==> src/rtl/dma_arb_pkg.sv <==
package dma_arb_pkg;

   typedef enum logic [1:0] {
      ARB_IDLE = 2'd0,
      ARB_WAIT = 2'd1,
      ARB_RUN  = 2'd2
   } arb_state_e;

   function automatic logic [1:0] idx_to_mask(input logic idx);
      logic [1:0] m;
      m = 2'b00;
      m[idx] = 1'b1;
      return m;
   endfunction

endpackage

==> src/rtl/dma_arb_pick.sv <==
module dma_arb_pick #(
   parameter int CH_NUM = 2,
   localparam int IDX_W = (CH_NUM > 1) ? $clog2(CH_NUM) : 1
) (
   input  logic [CH_NUM-1:0] elig,
   input  logic [CH_NUM-1:0] lvl,
   input  logic [IDX_W-1:0]  favor,
   output logic [IDX_W-1:0]  win,
   output logic              win_vld
);

   generate
      if (CH_NUM != 2) begin : g_bad_count
         $error("dma_arb_pick supports exactly two channels");
      end
   endgenerate

   logic split_lvl;
   assign split_lvl = lvl[0] ^ lvl[1];

   always_comb begin
      win     = favor;
      win_vld = |elig;
      unique case (elig)
         2'b01:   win = 1'b0;
         2'b10:   win = 1'b1;
         2'b11: begin
            if (split_lvl) win = lvl[1];
            else           win = favor;
         end
         default: win = favor;
      endcase
   end

endmodule

==> src/rtl/dma_arb_rotor.sv <==
module dma_arb_rotor #(
   parameter int CH_NUM      = 2,
   parameter int RESET_FAVOR = 0,
   localparam int IDX_W = (CH_NUM > 1) ? $clog2(CH_NUM) : 1
) (
   input  logic             clk,
   input  logic             rst_n,
   input  logic             advance,
   input  logic [IDX_W-1:0] last_owner,
   output logic [IDX_W-1:0] favor
);

   generate
      if (RESET_FAVOR < 0 || RESET_FAVOR >= CH_NUM) begin : g_bad_favor
         $error("RESET_FAVOR must name an existing channel");
      end
   endgenerate

   localparam logic [IDX_W-1:0] FAVOR_INIT = IDX_W'(RESET_FAVOR);

   always_ff @(posedge clk or negedge rst_n) begin
      if (!rst_n)       favor <= FAVOR_INIT;
      else if (advance) favor <= ~last_owner;
   end

endmodule

==> src/rtl/dma_arb_irq.sv <==
module dma_arb_irq #(
   parameter int CH_NUM  = 2,
   parameter bit IRQ_REG = 1'b1
) (
   input  logic              clk,
   input  logic              rst_n,
   input  logic [CH_NUM-1:0] tc,
   input  logic [CH_NUM-1:0] en,
   output logic [CH_NUM-1:0] irq
);

   for (genvar c = 0; c < CH_NUM; c++) begin : g_ch
      if (IRQ_REG) begin : g_reg
         always_ff @(posedge clk or negedge rst_n) begin
            if (!rst_n) irq[c] <= 1'b0;
            else        irq[c] <= tc[c] & en[c];
         end
      end else begin : g_comb
         assign irq[c] = tc[c] & en[c];
      end
   end

endmodule

==> src/rtl/dma_pair_arbiter.sv <==
module dma_pair_arbiter #(
   parameter int CH_NUM      = 2,
   parameter int RESET_FAVOR = 0,
   parameter bit IRQ_REG     = 1'b1
) (
   input  logic              clk,
   input  logic              rst_n,
   input  logic [CH_NUM-1:0] ch_req,
   input  logic [CH_NUM-1:0] ch_hi,
   input  logic [CH_NUM-1:0] ch_stop,
   input  logic [CH_NUM-1:0] ch_release,
   input  logic [CH_NUM-1:0] ch_tc,
   input  logic [CH_NUM-1:0] ch_irq_en,
   input  logic              bus_ack,
   input  logic              bus_done,
   output logic [CH_NUM-1:0] grant,
   output logic              bus_req,
   output logic              ext_master,
   output logic [CH_NUM-1:0] irq
);
   import dma_arb_pkg::*;

   localparam int IDX_W = (CH_NUM > 1) ? $clog2(CH_NUM) : 1;

   generate
      if (CH_NUM != 2) begin : g_bad_count
         $error("dma_pair_arbiter is built for exactly two channels");
      end
   endgenerate

   arb_state_e        st_q, st_d;
   logic [IDX_W-1:0]  own_q, own_d;
   logic [IDX_W-1:0]  favor;
   logic [CH_NUM-1:0] elig, own_mask, alt_elig;
   logic              own_ok, own_keep, advance;
   logic [IDX_W-1:0]  a_win, b_win;
   logic              a_vld, b_vld;

   assign elig     = ch_req & ~ch_stop;
   assign own_mask = idx_to_mask(own_q);
   assign own_ok   = elig[own_q];
   assign own_keep = own_ok & ~ch_release[own_q];
   assign alt_elig = elig & ~own_mask;

   dma_arb_pick #(.CH_NUM(CH_NUM)) pick_open_i (
      .elig    (elig),
      .lvl     (ch_hi),
      .favor   (favor),
      .win     (a_win),
      .win_vld (a_vld)
   );

   dma_arb_pick #(.CH_NUM(CH_NUM)) pick_hand_i (
      .elig    (alt_elig),
      .lvl     (ch_hi),
      .favor   (favor),
      .win     (b_win),
      .win_vld (b_vld)
   );

   dma_arb_rotor #(.CH_NUM(CH_NUM), .RESET_FAVOR(RESET_FAVOR)) rotor_i (
      .clk        (clk),
      .rst_n      (rst_n),
      .advance    (advance),
      .last_owner (own_q),
      .favor      (favor)
   );

   dma_arb_irq #(.CH_NUM(CH_NUM), .IRQ_REG(IRQ_REG)) irq_i (
      .clk   (clk),
      .rst_n (rst_n),
      .tc    (ch_tc),
      .en    (ch_irq_en),
      .irq   (irq)
   );

   always_comb begin
      st_d    = st_q;
      own_d   = own_q;
      advance = 1'b0;
      unique case (st_q)
         ARB_IDLE: begin
            if (a_vld) begin
               st_d  = ARB_WAIT;
               own_d = a_win;
            end
         end
         ARB_WAIT: begin
            if (!own_ok) begin
               if (a_vld) own_d = a_win;
               else       st_d  = ARB_IDLE;
            end else if (bus_ack) begin
               st_d = ARB_RUN;
            end
         end
         ARB_RUN: begin
            if (bus_done) begin
               advance = 1'b1;
               if (own_keep) begin
                  st_d = ARB_WAIT;
               end else if (b_vld) begin
                  st_d  = ARB_WAIT;
                  own_d = b_win;
               end else begin
                  st_d = ARB_IDLE;
               end
            end
         end
         default: st_d = ARB_IDLE;
      endcase
   end

   always_ff @(posedge clk or negedge rst_n) begin
      if (!rst_n) begin
         st_q  <= ARB_IDLE;
         own_q <= '0;
      end else begin
         st_q  <= st_d;
         own_q <= own_d;
      end
   end

   assign grant      = (st_q == ARB_IDLE) ? '0 : own_mask;
   assign bus_req    = (st_q == ARB_WAIT) & own_ok;
   assign ext_master = (st_q == ARB_RUN);

endmodule

==> config.mk <==
export PLATFORM = sky130hd
export DESIGN_NAME = dma_pair_arbiter
export DESIGN_NICKNAME = d
export VERILOG_FILES = /design/src/rtl/dma_arb_pkg.sv /design/src/rtl/dma_arb_pick.sv /design/src/rtl/dma_arb_rotor.sv /design/src/rtl/dma_arb_irq.sv /design/src/rtl/dma_pair_arbiter.sv
export SDC_FILE = /design/constraint.sdc
export NUM_CORES = 1
export LEC_CHECK = 0
export ABC_AREA = 0
export CAP_MARGIN = 20
export CELL_PAD_IN_SITES_DETAIL_PLACEMENT = 0
export CELL_PAD_IN_SITES_GLOBAL_PLACEMENT = 1
export CORE_UTILIZATION = 29
export CTS_BUF_LIST = sky130_fd_sc_hd__clkbuf_2 sky130_fd_sc_hd__clkbuf_4 sky130_fd_sc_hd__clkbuf_8
export CTS_CLUSTER_DIAMETER = 200
export CTS_CLUSTER_SIZE = 20
export DETAILED_ROUTE_END_ITERATION = 8
export PLACE_DENSITY_LB_ADDON = 0.15
export SYNTH_ARGS = -nofsm -noshare
export SYNTH_HDL_FRONTEND = slang
export SYNTH_SLANG_ARGS = --single-unit
==> constraint.sdc <==
create_clock -name clk -period 4.13 [get_ports clk]
set_input_delay 0.826 -clock clk [delete_from_list [all_inputs] [get_ports clk]]
set_output_delay 0.826 -clock clk [all_outputs]
set_load 0.005 [all_outputs]
==> results of run 1 <==
[per-layer routing]
metal / track usage / vias up
met3: 0.0652 / 0
met2: 0.207 / 16
met4: 0.0250 / 0
li1: - / 215
met5: 0 / -
met1: 0.168 / 189
[how the worst max path moves through the flow]
| stage | slack, ns | end | start | depth (start not counted) |
|---|---|---|---|---|
| CTS | 0.91 | bus_req | ch_req[0] | 5 |
| floorplan | 2.05 | bus_req | ch_stop[0] | 3 |
| detailed placement | 0.93 | bus_req | ch_req[0] | 5 |
| global route | 0.76 | bus_req | ch_req[0] | 5 |
| finish | 0.91 | bus_req | ch_req[0] | 5 |
| global placement | 0.96 | bus_req | ch_req[0] | 5 |
[worst max-delay path, delay by kind of cell]
| kind | cells | cell delay [ns] |
|---|---|---|
| AOI/OAI and AO/OA | 1 | 0.13 |
| and+or+nand+nor | 2 | 0.39 |
| buffers and inverters | 2 | 1.05 |
[power breakdown]
| part | leakage [nW] | switching, mW | internal (mW) |
|---|---|---|---|
| clock network | 0.0138 | 0.0197 | 0.0328 |
| registers | 0.0742 | 0.0227 | 0.0721 |
| logic | 0.194 | 0.0326 | 0.0586 |
[flip-flops by register name (all words and copies together) (netlist names)]
register       count
own_q              1
irq_i.irq          2
st_q               2
rotor_i.favor      1
[per-stage QoR]
stage	hold WS [ns]	worst slack (ns)
final	0.563	0.906
after global routing	0.609	0.757
after CTS	0.569	0.912
after detailed placement	0.557	0.934
after global placement	0.567	0.961
after floorplan	0.507	2.05
[layout by cell type, fill, tap and decap left out, types with 2 or more instances in the layout]
cell type / n
nand2_1: 3
nand2b_4: 2
dfrtp_1: 6
clkbuf_4: 3
clkdlybuf4s50_1: 21
and2_1: 2
a21oi_1: 2
inv_1: 2
o21ai_0: 2
nor2b_1: 3
nor2_1: 4
[cell families (layout without fill, tap and decap cells)]
| group | count (synthesis) | in the layout | synth area share |
|---|---|---|---|
| buffers and inverters | 4 | 27 | 0.0425 |
| AOI/OAI and AO/OA | 14 | 14 | 0.255 |
| muxes | 2 | 2 | 0.0566 |
| DFF | 6 | 6 | 0.340 |
| and+or+nand+nor | 20 | 20 | 0.306 |
[area by class of cell]
| type | count | area [sq um] |
|---|---|---|
| fill | 147 | 681 |
| multi-input combinational | 36 | 273 |
| timing repair buffer | 21 | 210 |
| sequential | 6 | 150 |
| clock buffer | 3 | 22.5 |
| tap | 15 | 18.8 |
| inverter | 3 | 11.3 |
==> impl_metrics.toml, run 1 <==
[run_status]
status = "completed"

[route]
wire_per_inst_microns = 11.0
drt_iter0_drc = 3
wl_microns = 927
drc = 0
met3WireLength_microns = 78
met2WireLength_microns = 440
via_per_inst = 5.00
top_layer_used = "met3"
via_count = 420
drtPass1Iterations = 2
ant_nets = 0
wirelength_met1_microns = 408

[die]
core_area_sq_mm = 0.00137
boundaryPins = 22
die-area_sq_mm = 0.00168
die_y_microns = 41.0
rows = 13
die_w_microns = 41.0
start_util = 0.323

[logic_synthesis]
synth_area_leaders = "dfrtp_1 (34%), nand2b_4 (6.2%), nor2b_1 (4.2%)"
ys_seq_area_frac = 0.340
synth_area_leader_cell = "dfrtp_1"
synth_top_area_frac = 0.340
syn_area_sq_um = 442
synth-edff-count = 0
synthArstFlopShare = 1.00
netlist_instances = 46
synth_ff_type = "dfrtp_1"
synth_nets = 62
synthTopCellsByCount = "dfrtp_1 (6), nor2_1 (4), nand2_1 (3), nor2b_1 (3)"
synth_warnings = 0
synth.avg_cell_area_sq_um = 9.60
synth_seq_cells = 6
yosysMostFrequentCell = "dfrtp_1"
yosysUniqueCellTypes = 29

[worst_setup_path]
required_ns = 3.30
cp_cell_sequence = "clkdlybuf4s50_1 > nor3b_1 > o21ai_1 > nor2_1 > clkdlybuf4s50_1"
path_class = "input pin to primary output"
r2r_slack_ns = 2.62
rr_worst_depth = 4
cp-end-kind = "primary output"
cp_max_fo = 4
crit_arrival_ns = 2.40
critPathLaunchType = "input pin"
critPathMostFrequentCell = "clkdlybuf4s50_1"
r2r-end = "own_q$_DFFE_PN0P_"
crit_path_top_delay_cell = "clkdlybuf4s50_1"
critical-path-max-stage-delay_ns = 0.55
rr_startpoint = "own_q$_DFFE_PN0P_"

[sta]
rsz0062_at_grt = "no"
hold_viol = 0
slew_headroom = 0.779
final.period_utilization = 0.781
post-route-min-period_ns = 3.22
fin_setup_tns_ns = 0
finalClockSkew_ns = 0.00328
maxSlewViolCount = 0
setup_viol = 0
tightest_slew_ns = 0.331
max_freq_ghz = 0.310

[cts]
cts_made_buffers = 3
cts_resized = 0
clk_pin_slew_ns = 0.04
root_buffer = "clkbuf_4"
worst_skew_pair.late_latency_ns = 0.24
postCtsSetupBuffers = 0
htree_levels = 1
cts_hold_buf = 0
numClockSinks = 6
cts_buffer_depth = 2
tritoncts = "done"

[layout]
stdcell_area_sq_um = 686
area_growth_pct = 55.2
instances_no_fill = 84
drive_above_1_share = 0.188
final_nets = 87
final_core_util = 0.502
antenna_cells = 0

[power_and_ir_drop]
irDropWorstVdd_v = 0.000264
p_per_area_mw_per_mm2 = 348
power_mw = 0.239
leakage_nw = 0.282

[place]
gp_congestion = 0.692
dpl.hpwl_microns = 736
io_buffers = 21
dp.cells = 81
place_area_sq_um = 663

[min_path]
min_to = "st_q[0]$_DFFE_PN0P_"
min_path_type = "flop to flop"
whs_path_depth = 1
hold_start = "st_q[0]$_DFFE_PN0P_"

[global_routing]
track_usage = 0.134
antenna_found_initial = 0
first_global_vias = 354
grt_pass1_wl_mm = 1.42
gr-total-overflow = 0
grt_max_degree = 12

[run]
maxCapViolations = 0
Note: power is estimated with default switching activity, not from simulation.
==> run 2: changes to the inputs <==
- CORE_UTILIZATION: 29 -> 26
- clock period: 4.13 -> 2.7 ns (I/O delays scaled with it)
==> impl_metrics.toml, run 2 (synthesis results as in run 1) <==
[die]
core_area_sq_mm = 0.00154
start_util = 0.287
die_w_microns = 43.2
die_y_microns = 43.2
die-area_sq_mm = 0.00187
rows = 14
boundaryPins = 22

[sta]
fin_setup_tns_ns = 0
tightest_slew_ns = 0.348
post-route-min-period_ns = 2.54
rsz0062_at_grt = "no"
setup_viol = 0
max_freq_ghz = 0.394
hold_viol = 0
final.period_utilization = 0.941
finalClockSkew_ns = 0.00185
maxSlewViolCount = 0
slew_headroom = 0.768

[min_path]
min_path_type = "input pin to async pin"

[layout]
antenna_cells = 0
largestRegisters = "irq_i.irq (2), st_q (2)"
layout_commonest_cell = "clkdlybuf4s50_1"
final_cell_mix = "clkdlybuf4s50_1 (21), dfrtp_1 (6), nor2_1 (4)"
drive_above_1_share = 0.200
stdcell_area_sq_um = 694
area_growth_pct = 57.2
final_nets = 88
nFillCells = 159

[global_routing]
grt_pass1_wl_mm = 1.62
track_usage = 0.120
antenna_found_initial = 0
gr-total-overflow = 0
first_global_vias = 393
grt_max_degree = 12

[cts]
cts_hold_buf = 0
cts_buffer_depth = 2
postCtsSetupBuffers = 0
htree_levels = 1
clk_pin_slew_ns = 0.04
tritoncts = "done"
cts_resized = 0
cts_made_buffers = 3
worst_skew_pair.late_latency_ns = 0.24
numClockSinks = 6
root_buffer = "clkbuf_4"

[worst_setup_path]
required_ns = 2.16
cp_max_fo = 4
path_class = "input pin to primary output"
critPathLaunch = "ch_stop[0]"
critPathLaunchType = "input pin"
rr_startpoint = "own_q$_DFFE_PN0P_"
cp-end-kind = "primary output"
crit_arrival_ns = 2.00

[power_and_ir_drop]
leakage_nw = 0.287
p_per_area_mw_per_mm2 = 529
irDropWorstVdd_v = 0.000288

[route]
drtPass1Iterations = 2
via_count = 423
drc = 0
via_per_inst = 4.92
drt_iter0_drc = 1
wl_microns = 979
ant_nets = 0
wire_per_inst_microns = 11.4

[run_status]
status = "completed"

[place]
dpl.hpwl_microns = 797
gp_congestion = 0.700
io_buffers = 21
place_area_sq_um = 672

[run]
maxCapViolations = 0
## run 2: path summary, 6_finish.rpt
kind                                                to  slack, ns  cells after the start
worst min register to register     st_q[0]$_DFFE_PN0P_       0.56                      1
worst min-delay path                 own_q$_DFFE_PN0P_       0.53                      1
worst max register to register       own_q$_DFFE_PN0P_       1.20                      4
min in group clk                   st_q[0]$_DFFE_PN0P_       0.56                      1
max in group asynchronous       irq_i.irq[1]$_DFF_PN0_       1.96                      1
worst max-delay path                           bus_req       0.16                      5
## run 2: metal layers
metal / up-vias / wire (microns) / GRT usage
met4: 0 / 0 / 0.0364
met1: 190 / 449 / 0.153
li1: 218 / - / -
met2: 15 / 460 / 0.179
met5: - / 0 / 0
met3: 0 / 68 / 0.0553
## run 2: final cells by class
cell class	count	area [sq um]	area share
clock buffer	3	22.5	0.0324
inverter	3	11.3	0.0162
multi-input combinational	36	273	0.393
sequential	6	150	0.216
tap	16	20.0	0.0288
timing repair buffer	22	218	0.314
## run 2: power breakdown
part	total, mW	switching [mW]	leakage, nW	internal, mW
logic	0.142	0.0513	0.199	0.0907
clock network	0.0797	0.0296	0.0138	0.0501
registers	0.146	0.0355	0.0742	0.110
## run 2: critical path: stages
cell	delay [ns]
clkdlybuf4s50_1	0.47
nor3b_1	0.27
o21ai_1	0.12
nor2_1	0.10
clkdlybuf4s50_1	0.50
## run 2: through the flow
| stage | worst slack, ns | cells | util | power, mW | hold slack [ns] |
|---|---|---|---|---|---|
| after floorplan | 1.16 | 46 | - | 0.228 | 0.244 |
| after global placement | 0.184 | 83 | 0.436 | 0.292 | 0.565 |
| after detailed placement | 0.148 | 83 | 0.436 | 0.290 | 0.558 |
| after CTS | 0.148 | 86 | 0.450 | 0.374 | 0.529 |
| after global routing | 0.113 | 86 | 0.450 | 0.394 | 0.549 |
| final | 0.160 | 86 | 0.450 | 0.367 | 0.534 |
==> run 3: changes to the inputs <==
- RECOVER_POWER: unset -> 50
==> impl_metrics.toml, run 3 (synthesis results as in run 1) <==
[layout]
largestRegisters = "irq_i.irq (2), st_q (2)"
final_core_util = 0.449
area_growth_pct = 56.7
stdcell_area_sq_um = 692
final_nets = 88
final_cell_mix = "clkdlybuf4s50_1 (20), dfrtp_1 (6), nor2_1 (5)"
instances_no_fill = 86
layout_commonest_cell = "clkdlybuf4s50_1"
antenna_cells = 0
drive_above_1_share = 0.186

[cts]
root_buffer = "clkbuf_4"
cts_buffer_depth = 2
cts_hold_buf = 0
clk_pin_slew_ns = 0.04
postCtsSetupBuffers = 0
cts_resized = 0
htree_levels = 1
numClockSinks = 6
worst_skew_pair.late_latency_ns = 0.24
cts_made_buffers = 3
tritoncts = "done"

[die]
core_area_sq_mm = 0.00154
die-area_sq_mm = 0.00187
boundaryPins = 22
start_util = 0.287
die_w_microns = 43.2
rows = 14
die_y_microns = 43.2

[route]
drtPass1Iterations = 2
ant_nets = 0
wl_microns = 982
wire_per_inst_microns = 11.4
drc = 0
via_count = 421
drt_iter0_drc = 2
via_per_inst = 4.90

[worst_setup_path]
critical-path-max-stage-delay_ns = 0.50
crit_path_top_delay_cell = "clkdlybuf4s50_1"
required_ns = 2.16
rr_worst_depth = 4
path_class = "input pin to primary output"
critPathLaunchType = "input pin"
cp_cell_sequence = "clkdlybuf4s50_1 > nor3b_1 > o21ai_1 > nor2_1 > clkdlybuf4s50_1"
cp_max_fo = 4
crit_arrival_ns = 2.00
cp-end-kind = "primary output"
r2r_slack_ns = 1.20
critPathMostFrequentCell = "clkdlybuf4s50_1"

[power_and_ir_drop]
leakage_nw = 0.286
irDropWorstVdd_v = 0.000288
p_per_area_mw_per_mm2 = 530
power_mw = 0.367

[global_routing]
first_global_vias = 393
gr-total-overflow = 0
grt_pass1_wl_mm = 1.62
antenna_found_initial = 0
track_usage = 0.120
grt_max_degree = 12

[place]
dpl.hpwl_microns = 797
pre_cts_ws_ns = 0.148
gp_congestion = 0.700
place_area_sq_um = 672
dp.cells = 83
io_buffers = 21

[sta]
fin_setup_tns_ns = 0
finalClockSkew_ns = 0.00185
slew_headroom = 0.766
fin_ws_ns = 0.160
post-route-min-period_ns = 2.54
final.period_utilization = 0.941
hold_viol = 0
setup_viol = 0
maxSlewViolCount = 0
rsz0062_at_grt = "no"
tightest_slew_ns = 0.351
whs_ns = 0.549
max_freq_ghz = 0.394

[run]
maxCapViolations = 0

[min_path]
min_path_type = "flop to flop"
whs_path_depth = 1

[run_status]
status = "completed"
[run 3: worst max-delay path: cells and delay by family]
| family | cells | cell delay, ns |
|---|---|---|
| compound gates | 1 | 0.12 |
| simple gates | 2 | 0.37 |
| buf+inv | 2 | 0.97 |
[run 3: area by class of cell]
cell class / instances / area (sq um)
Tap cell: 16 / 20.0
Clock buffer: 3 / 22.5
Fill cell: 158 / 850
Timing Repair Buffer: 22 / 218
Inverter: 3 / 11.3
Multi-Input combinational cell: 36 / 270
Sequential cell: 6 / 150
[run 3: layer usage]
layer  routed length, microns  track usage
met5                        0            0
met4                        0       0.0364
met3                       68       0.0553
met2                      463        0.179
met1                      449        0.153
[run 3: final timing paths]
check,from,to
worst max-delay path,ch_stop[0],bus_req
worst min-delay path,st_q[0]$_DFFE_PN0P_,st_q[0]$_DFFE_PN0P_
worst max register to register,own_q$_DFFE_PN0P_,own_q$_DFFE_PN0P_
worst min register to register,st_q[0]$_DFFE_PN0P_,st_q[0]$_DFFE_PN0P_
max in group asynchronous,rst_n,irq_i.irq[1]$_DFF_PN0_
min in group asynchronous,rst_n,own_q$_DFFE_PN0P_
[run 3: report_power, final]
| group | internal [mW] | total, mW | switching (mW) | leakage [nW] |
|---|---|---|---|---|
| Combinational | 0.0902 | 0.142 | 0.0514 | 0.198 |
| Clock | 0.0501 | 0.0797 | 0.0296 | 0.0138 |
| Sequential | 0.110 | 0.145 | 0.0352 | 0.0742 |
| Total | 0.250 | 0.367 | 0.116 | 0.286 |
